## src/rtl/rail_pkg.sv

```systemverilog
package rail_pkg;
  typedef enum logic [1:0] {
    RAIL_LOW  = 2'd0,
    RAIL_TYP  = 2'd1,
    RAIL_HIGH = 2'd2
  } railT;

  typedef struct packed {
    logic applyRail;  // gate the clock and load the chosen rail
    logic markBad;    // flag the core as unusable and hold it gated
    logic ungate;     // settle interval elapsed, enable the clock again
  } ctlStrobeT;
endpackage

```

## src/rtl/rail_datapath.sv

```systemverilog
module rail_datapath
  import rail_pkg::*;
#(
  parameter int NCORE = 16,
  parameter int FW    = 12,
  localparam int IDXW = $clog2(NCORE)
) (
  input  logic               clk,
  input  logic               rstN,
  input  logic [IDXW-1:0]    curIdx,
  input  ctlStrobeT          strobe,
  input  logic [FW-1:0]      targetFreq,
  input  logic [NCORE*FW-1:0] lowVec,
  input  logic [NCORE*FW-1:0] typVec,
  input  logic [NCORE*FW-1:0] highVec,
  output logic               needSwitch,
  output logic               needBad,
  output logic [2*NCORE-1:0] railOut,
  output logic [NCORE-1:0]   enOut,
  output logic [NCORE-1:0]   badOut
);
  logic [FW-1:0] lowArr  [NCORE];
  logic [FW-1:0] typArr  [NCORE];
  logic [FW-1:0] highArr [NCORE];
  railT          railQ   [NCORE];
  logic [NCORE-1:0] enQ, badQ;
  railT wantRail;
  logic wantBad;

  always_comb begin
    wantBad  = 1'b0;
    wantRail = RAIL_HIGH;
    if (lowArr[curIdx] >= targetFreq)       wantRail = RAIL_LOW;
    else if (typArr[curIdx] >= targetFreq)  wantRail = RAIL_TYP;
    else if (highArr[curIdx] >= targetFreq) wantRail = RAIL_HIGH;
    else                                    wantBad  = 1'b1;
    needBad    = wantBad && !badQ[curIdx];
    needSwitch = !wantBad && (badQ[curIdx] || (wantRail != railQ[curIdx]));
  end

  for (genvar i = 0; i < NCORE; i++) begin : g_core
    assign lowArr[i]  = lowVec[i*FW +: FW];
    assign typArr[i]  = typVec[i*FW +: FW];
    assign highArr[i] = highVec[i*FW +: FW];

    always_ff @(posedge clk) begin
      if (!rstN) begin
        railQ[i] <= RAIL_LOW;
        enQ[i]   <= 1'b1;
        badQ[i]  <= 1'b0;
      end else if (curIdx == IDXW'(i)) begin
        if (strobe.markBad) begin
          railQ[i] <= RAIL_HIGH;
          enQ[i]   <= 1'b0;
          badQ[i]  <= 1'b1;
        end else if (strobe.applyRail) begin
          railQ[i] <= wantRail;
          enQ[i]   <= 1'b0;
          badQ[i]  <= 1'b0;
        end else if (strobe.ungate) begin
          enQ[i]   <= 1'b1;
        end
      end
    end

    assign railOut[2*i +: 2] = railQ[i];
    assign enOut[i]          = enQ[i];
    assign badOut[i]         = badQ[i];

    assert_rail_code_R2: assert property (@(posedge clk) disable iff (!rstN)
      railOut[2*i +: 2] != 2'd3);
    assert_bad_gated_R3: assert property (@(posedge clk) disable iff (!rstN)
      badQ[i] |-> !enQ[i]);
    assert_rail_move_gated_R4: assert property (@(posedge clk) disable iff (!rstN)
      !$stable(railQ[i]) |-> !enQ[i]);
  end
endmodule

```

## src/rtl/rail_control.sv

```systemverilog
module rail_control
  import rail_pkg::*;
#(
  parameter int NCORE         = 16,
  parameter int SETTLE_CYCLES = 16,
  localparam int IDXW = $clog2(NCORE),
  localparam int CW   = $clog2(SETTLE_CYCLES + 1)
) (
  input  logic            clk,
  input  logic            rstN,
  input  logic            calStart,
  input  logic            needSwitch,
  input  logic            needBad,
  output logic [IDXW-1:0] curIdx,
  output ctlStrobeT       strobe,
  output logic            calDone
);
  typedef enum logic [1:0] {S_IDLE, S_EVAL, S_SETTLE, S_STEP} stateT;
  localparam logic [CW-1:0]   CNT_LAST = CW'(SETTLE_CYCLES - 1);
  localparam logic [IDXW-1:0] IDX_LAST = IDXW'(NCORE - 1);

  stateT state;
  logic [CW-1:0] settleCnt;

  always_comb begin
    strobe.applyRail = (state == S_EVAL) && needSwitch;
    strobe.markBad   = (state == S_EVAL) && needBad;
    strobe.ungate    = (state == S_SETTLE) && (settleCnt == CNT_LAST);
  end

  always_ff @(posedge clk) begin
    if (!rstN) begin
      state     <= S_IDLE;
      curIdx    <= '0;
      settleCnt <= '0;
      calDone   <= 1'b0;
    end else begin
      unique case (state)
        S_IDLE: if (calStart) begin
          curIdx  <= '0;
          calDone <= 1'b0;
          state   <= S_EVAL;
        end
        S_EVAL: begin
          settleCnt <= '0;
          state     <= needSwitch ? S_SETTLE : S_STEP;
        end
        S_SETTLE: begin
          settleCnt <= settleCnt + 1'b1;
          if (settleCnt == CNT_LAST) state <= S_STEP;
        end
        S_STEP: begin
          if (curIdx == IDX_LAST) begin
            calDone <= 1'b1;
            state   <= S_IDLE;
          end else begin
            curIdx <= curIdx + 1'b1;
            state  <= S_EVAL;
          end
        end
        default: state <= S_IDLE;
      endcase
    end
  end

  assert_idx_ascend_R5: assert property (@(posedge clk) disable iff (!rstN)
    (state == S_EVAL && $past(state) == S_STEP) |-> curIdx == $past(curIdx) + 1'b1);
  assert_done_last_R6: assert property (@(posedge clk) disable iff (!rstN)
    $rose(calDone) |-> $past(curIdx) == IDX_LAST);
  assert_settle_exit_R4: assert property (@(posedge clk) disable iff (!rstN)
    (state == S_SETTLE && $past(state) == S_EVAL) |-> settleCnt == '0);
endmodule

```

## src/rtl/rail_selector.sv

```systemverilog
module rail_selector
  import rail_pkg::*;
#(
  parameter int NCORE         = 16,
  parameter int FW            = 12,
  parameter int SETTLE_CYCLES = 16
) (
  input  logic                clk,
  input  logic                rstN,
  input  logic                calStart,
  input  logic [FW-1:0]       targetFreq,
  input  logic [NCORE*FW-1:0] cpmLowFreq,
  input  logic [NCORE*FW-1:0] cpmTypFreq,
  input  logic [NCORE*FW-1:0] cpmHighFreq,
  output logic [2*NCORE-1:0]  railSel,
  output logic [NCORE-1:0]    coreClkEn,
  output logic [NCORE-1:0]    coreUnusable,
  output logic                calDone
);
  localparam int IDXW = $clog2(NCORE);

  logic [IDXW-1:0] curIdx;
  ctlStrobeT strobe;
  logic needSwitch, needBad;

  rail_control #(.NCORE(NCORE), .SETTLE_CYCLES(SETTLE_CYCLES)) u_ctl (
    .clk(clk), .rstN(rstN), .calStart(calStart),
    .needSwitch(needSwitch), .needBad(needBad),
    .curIdx(curIdx), .strobe(strobe), .calDone(calDone)
  );

  rail_datapath #(.NCORE(NCORE), .FW(FW)) u_dp (
    .clk(clk), .rstN(rstN), .curIdx(curIdx), .strobe(strobe),
    .targetFreq(targetFreq), .lowVec(cpmLowFreq), .typVec(cpmTypFreq),
    .highVec(cpmHighFreq), .needSwitch(needSwitch), .needBad(needBad),
    .railOut(railSel), .enOut(coreClkEn), .badOut(coreUnusable)
  );

  assert_one_switch_R5: assert property (@(posedge clk) disable iff (!rstN)
    $countones(~coreClkEn & ~coreUnusable) <= 1);
endmodule

```

## config.mk

```make
export PLATFORM = sky130hd
export DESIGN_NAME = rail_selector
export DESIGN_NICKNAME = d
export VERILOG_FILES = /design/src/rtl/rail_pkg.sv /design/src/rtl/rail_datapath.sv /design/src/rtl/rail_control.sv /design/src/rtl/rail_selector.sv
export SDC_FILE = /design/constraint.sdc
export NUM_CORES = 1
export LEC_CHECK = 0
export BUFFER_PORTS_ARGS = -buffer_cell sky130_fd_sc_hd__buf_4
export CAP_MARGIN = 10
export CORE_AREA = 2 2 258 260
export DETAILED_ROUTE_END_ITERATION = 12
export DIE_AREA = 0 0 260 262
export GPL_TIMING_DRIVEN = 0
export HOLD_SLACK_MARGIN = 0.1
export PLACE_DENSITY = 0.45
export SLEW_MARGIN = 0
export SYNTH_ARGS = -nofsm -noshare
export SYNTH_HDL_FRONTEND = slang
export SYNTH_SLANG_ARGS = --single-unit
```

## constraint.sdc

```tcl
create_clock -name clk -period 9.3 [get_ports clk]
set_input_delay 2.325 -clock clk [delete_from_list [all_inputs] [get_ports clk]]
set_output_delay 2.325 -clock clk [all_outputs]
set_load 0.01 [all_outputs]
```

==> metrics.md <==
| Metric | Value |
|---|---|
| Tot Pwr | ~0.0014 W |
| DP Worst Slack | 2.32 ns |
| First-pass GRT wire length | 87.0 mm |
| Antenna-violating nets left | 0 |
| Final wirelength | 66.3 mm |
| CTS tree | done |
| Critical path class | reg2reg |
| Post-CTS resize count | 0 |
| Post-DR wirelength/cell | between 20 and 30 um |
| Antenna violations before repair | 19 |
| Clock Latency Late Sink | 0.35 ns |
| Die height | between 200 and 300 um |
| CP endpoint kind | register |
| CTS Buf Count | 9 |
| Final std cells w/o fill | 2257 |
| Syn_nets | 1343 |
| I/O pin count | between 600 and 700 |
| Largest net degree at the start of global routing | 16 |
| Htree depth | 3 |
| Share of the synthesized area in the top cell type | 48.3% |
| Core Box Area | 65300 um^2 |
| Outcome | complete, no violations |
| Placed insts | about 2200 |
| GPL Wtd Cong | 0.945 |
| YS warnings | 0 |
| Nets | 2015 |
| Class of the worst hold path | reg2reg |
| Die area | 68100 um^2 |
| Setup ws final | around 2.5 ns |
| Drt pass-1 iters | 4 |
| Die Width | between 200 and 300 um |
| Worst VDD drop | ~0.07 mV |
| Final Setup Violations | 0 |
| Slowest-stage cell, CP | buf_1 |
| Hpwl dp | 59.2 mm |
| Slew headroom | 12.6% |
| Gr usage total | 18.8% |
| Slowest stage delay, CP | 0.78 ns |
| Unrepaired setup endpoints after global routing | false |
| FF+latch count, synth | 80 |
| Port-buffer cells | 654 |
| Grt ovf | 0 |
| Critical Path Source Type | register |
| Top post-synthesis cells by count | mux4_2 (191), nor2_1 (90), dfxtp_1 (48), ha_1 (47), clkbuf_1 (36) |
| Pwr Density | approximately 89 nW/um^2 |
| Max-cap violations | 0 |
| Crit-path cells | clkbuf_1 > clkbuf_1 > buf_1 > mux4_2 > mux4_2 > ha_1 > nand4_1 > or3_1 > o32ai_1 > nor2_1 > a41oi_2 > o211ai_2 > buf_2 > o21ai_0 |
| Worst Skew | 0.00879 ns |
| Post-synth cell types | 50 |
| Hold Buf Count CTS | 0 |
| F_max | 148 MHz |
| Async SR Flop Fraction | 0% |
| Starting Density | 13.6% |
| Worst Path Arrival | 6.77 ns |
| Top FF cell, synth | dfxtp_1 |
| Clk buf depth | 2 |
| Post-synth EDFFs | 32 |
| Final setup TNS | 0 ns |
| Final Hold Vio Count | 0 |
| Post-CTS setup buffer count | 0 |
| Final worst path period share | 72.6% |
| Root Driver | clkbuf_16 |
| Largest area contributor in the netlist | mux4_2 |
| CTS clock-pin slew for the worst setup and hold paths | 0.06 ns |
| Drt drc | 0 |
| Most frequent cell after synthesis | mux4_2 |
| Sequential-to-total area share from yosys stat | 21.6% |
| Synth top area cells | mux4_2 (48%), dfxtp_1 (11%), edfxtp_1 (11%), ha_1 (6.6%), nor2_1 (3.8%) |
| Critical Path RT | between 9 and 10 ns |
| Syn Area/Cell | about 13 um^2 |
| CP max FO | 10 |
| Total clock sinks | 80 |
| Vias per cell | 4.38 |
| Pleak | 6.04 nW |
| Drt first-iter violations | between 500 and 600 |
| Via count | 9895 |
| Slew Limit Fails | 0 |
| Row cnt | 94 |
| Layout cells sized above 1 | 65.3% |
| Worst Tran Pin Value | 1.31 ns |
| Synth Cell Area | about 8900 um^2 |
| Final min period | 6.75 ns |
| Number of global-route vias before repair | 10700 |
| Mapped Cells | a little over 700 |
| Layout area overhead | 72.4% |
## layout make-up
cell class                      count  area (um^2)
Fill cell                        7022        49900
Buffer                             64          269
Inverter                           25         93.8
Timing Repair Buffer              661         5050
Clock inverter                      7         52.6
Sequential cell                    80         1920
Antenna cell                       11         27.5
Clock buffer                        9          225
Multi-Input combinational cell    536         6630
Tap cell                          864         1080
## sequential cells by signal, summed over array words and instances, names as in the netlist, named ones only
signal,count
u_dp.railQ,32
u_ctl.state,2
u_dp.badOut,16
u_ctl.settleCnt,5
u_ctl.calDone,1
u_ctl.curIdx,4
u_dp.enOut,16
## final timing paths
kind	depth (start not counted)	slack, ns	end	startpoint
worst max-delay path	14	2.55	u_dp.railQ[8][1]$_SDFFCE_PN0P_	u_ctl.curIdx[0]$_SDFFE_PN0P_
worst min-delay path	2	0.52	u_ctl.settleCnt[1]$_SDFFE_PN0P_	u_ctl.settleCnt[1]$_SDFFE_PN0P_
worst max register to register	14	2.55	u_dp.railQ[8][1]$_SDFFCE_PN0P_	u_ctl.curIdx[0]$_SDFFE_PN0P_
worst min register to register	2	0.52	u_ctl.settleCnt[1]$_SDFFE_PN0P_	u_ctl.settleCnt[1]$_SDFFE_PN0P_
## cell usage in the layout (no fill, tap or decap), types with 3 or more instances in the layout
| master | instances |
|---|---|
| dfxtp_1 | 48 |
| o21ai_0 | 19 |
| a21boi_0 | 3 |
| buf_8 | 4 |
| nand2b_1 | 6 |
| nor2b_1 | 10 |
| buf_4 | 654 |
| nand3_1 | 11 |
| a211oi_1 | 3 |
| buf_16 | 3 |
| o21ai_1 | 5 |
| a22oi_1 | 3 |
| clkbuf_1 | 35 |
| inv_1 | 25 |
| o221a_1 | 4 |
| buf_1 | 16 |
| nand4_1 | 6 |
| inv_6 | 4 |
| and3_1 | 3 |
| edfxtp_1 | 32 |
| nand2_1 | 27 |
| clkbuf_16 | 9 |
| mux4_2 | 191 |
| diode_2 | 11 |
| a21oi_1 | 32 |
| nor3b_1 | 19 |
| o21a_1 | 3 |
| nor2_1 | 90 |
| mux2i_1 | 8 |
| a21o_1 | 4 |
| and2_1 | 3 |
| buf_2 | 10 |
| ha_1 | 47 |
| o221a_2 | 14 |
## power by group
group	internal (W)	switching, W	total (W)
Combinational	0.000351	0.000291	0.000641
Sequential	0.000380	0.0000121	0.000392
Clock	0.000184	0.000154	0.000337
## logic make-up after synthesis
kind of cell | after synthesis | synth area share [%]
fa+ha+maj | 47 | 6.60
mux | 200 | 49.3
simple gates | 182 | 9.85
buf+inv | 89 | 4.02
compound gates | 107 | 8.61
flops | 80 | 21.6
## metrics by stage
step                hold WS (ns)  utilization, %  area [um^2]
floorplan                  0.471               -         8900
global placement           0.491            22.8        14900
detailed placement         0.501            23.0        15000
CTS                        0.512            23.4        15300
global route               0.546            23.5        15300
finish                     0.522            23.5        15300
## layer usage
metal  up-vias  track usage (%)  wire (um)
met2       519             33.2      34100
met1      4988             22.4      26500
met5         -                0         65
li1       4299                -          -
met3        79             3.38       3670
met4        10             7.66       2010
## critical path, delay by kind of cell, from the launching register on
family / cells / cell delay [ns]
buffers and inverters: 4 / 2.13
flip-flops: 1 / 0.36
AND/OR/NAND/NOR: 3 / 0.86
adder cells (fa/ha/maj): 1 / 0.33
multiplexers: 2 / 1.20
AO/OA/AOI/OAI: 4 / 1.52
(Power assumes the default switching activity.)
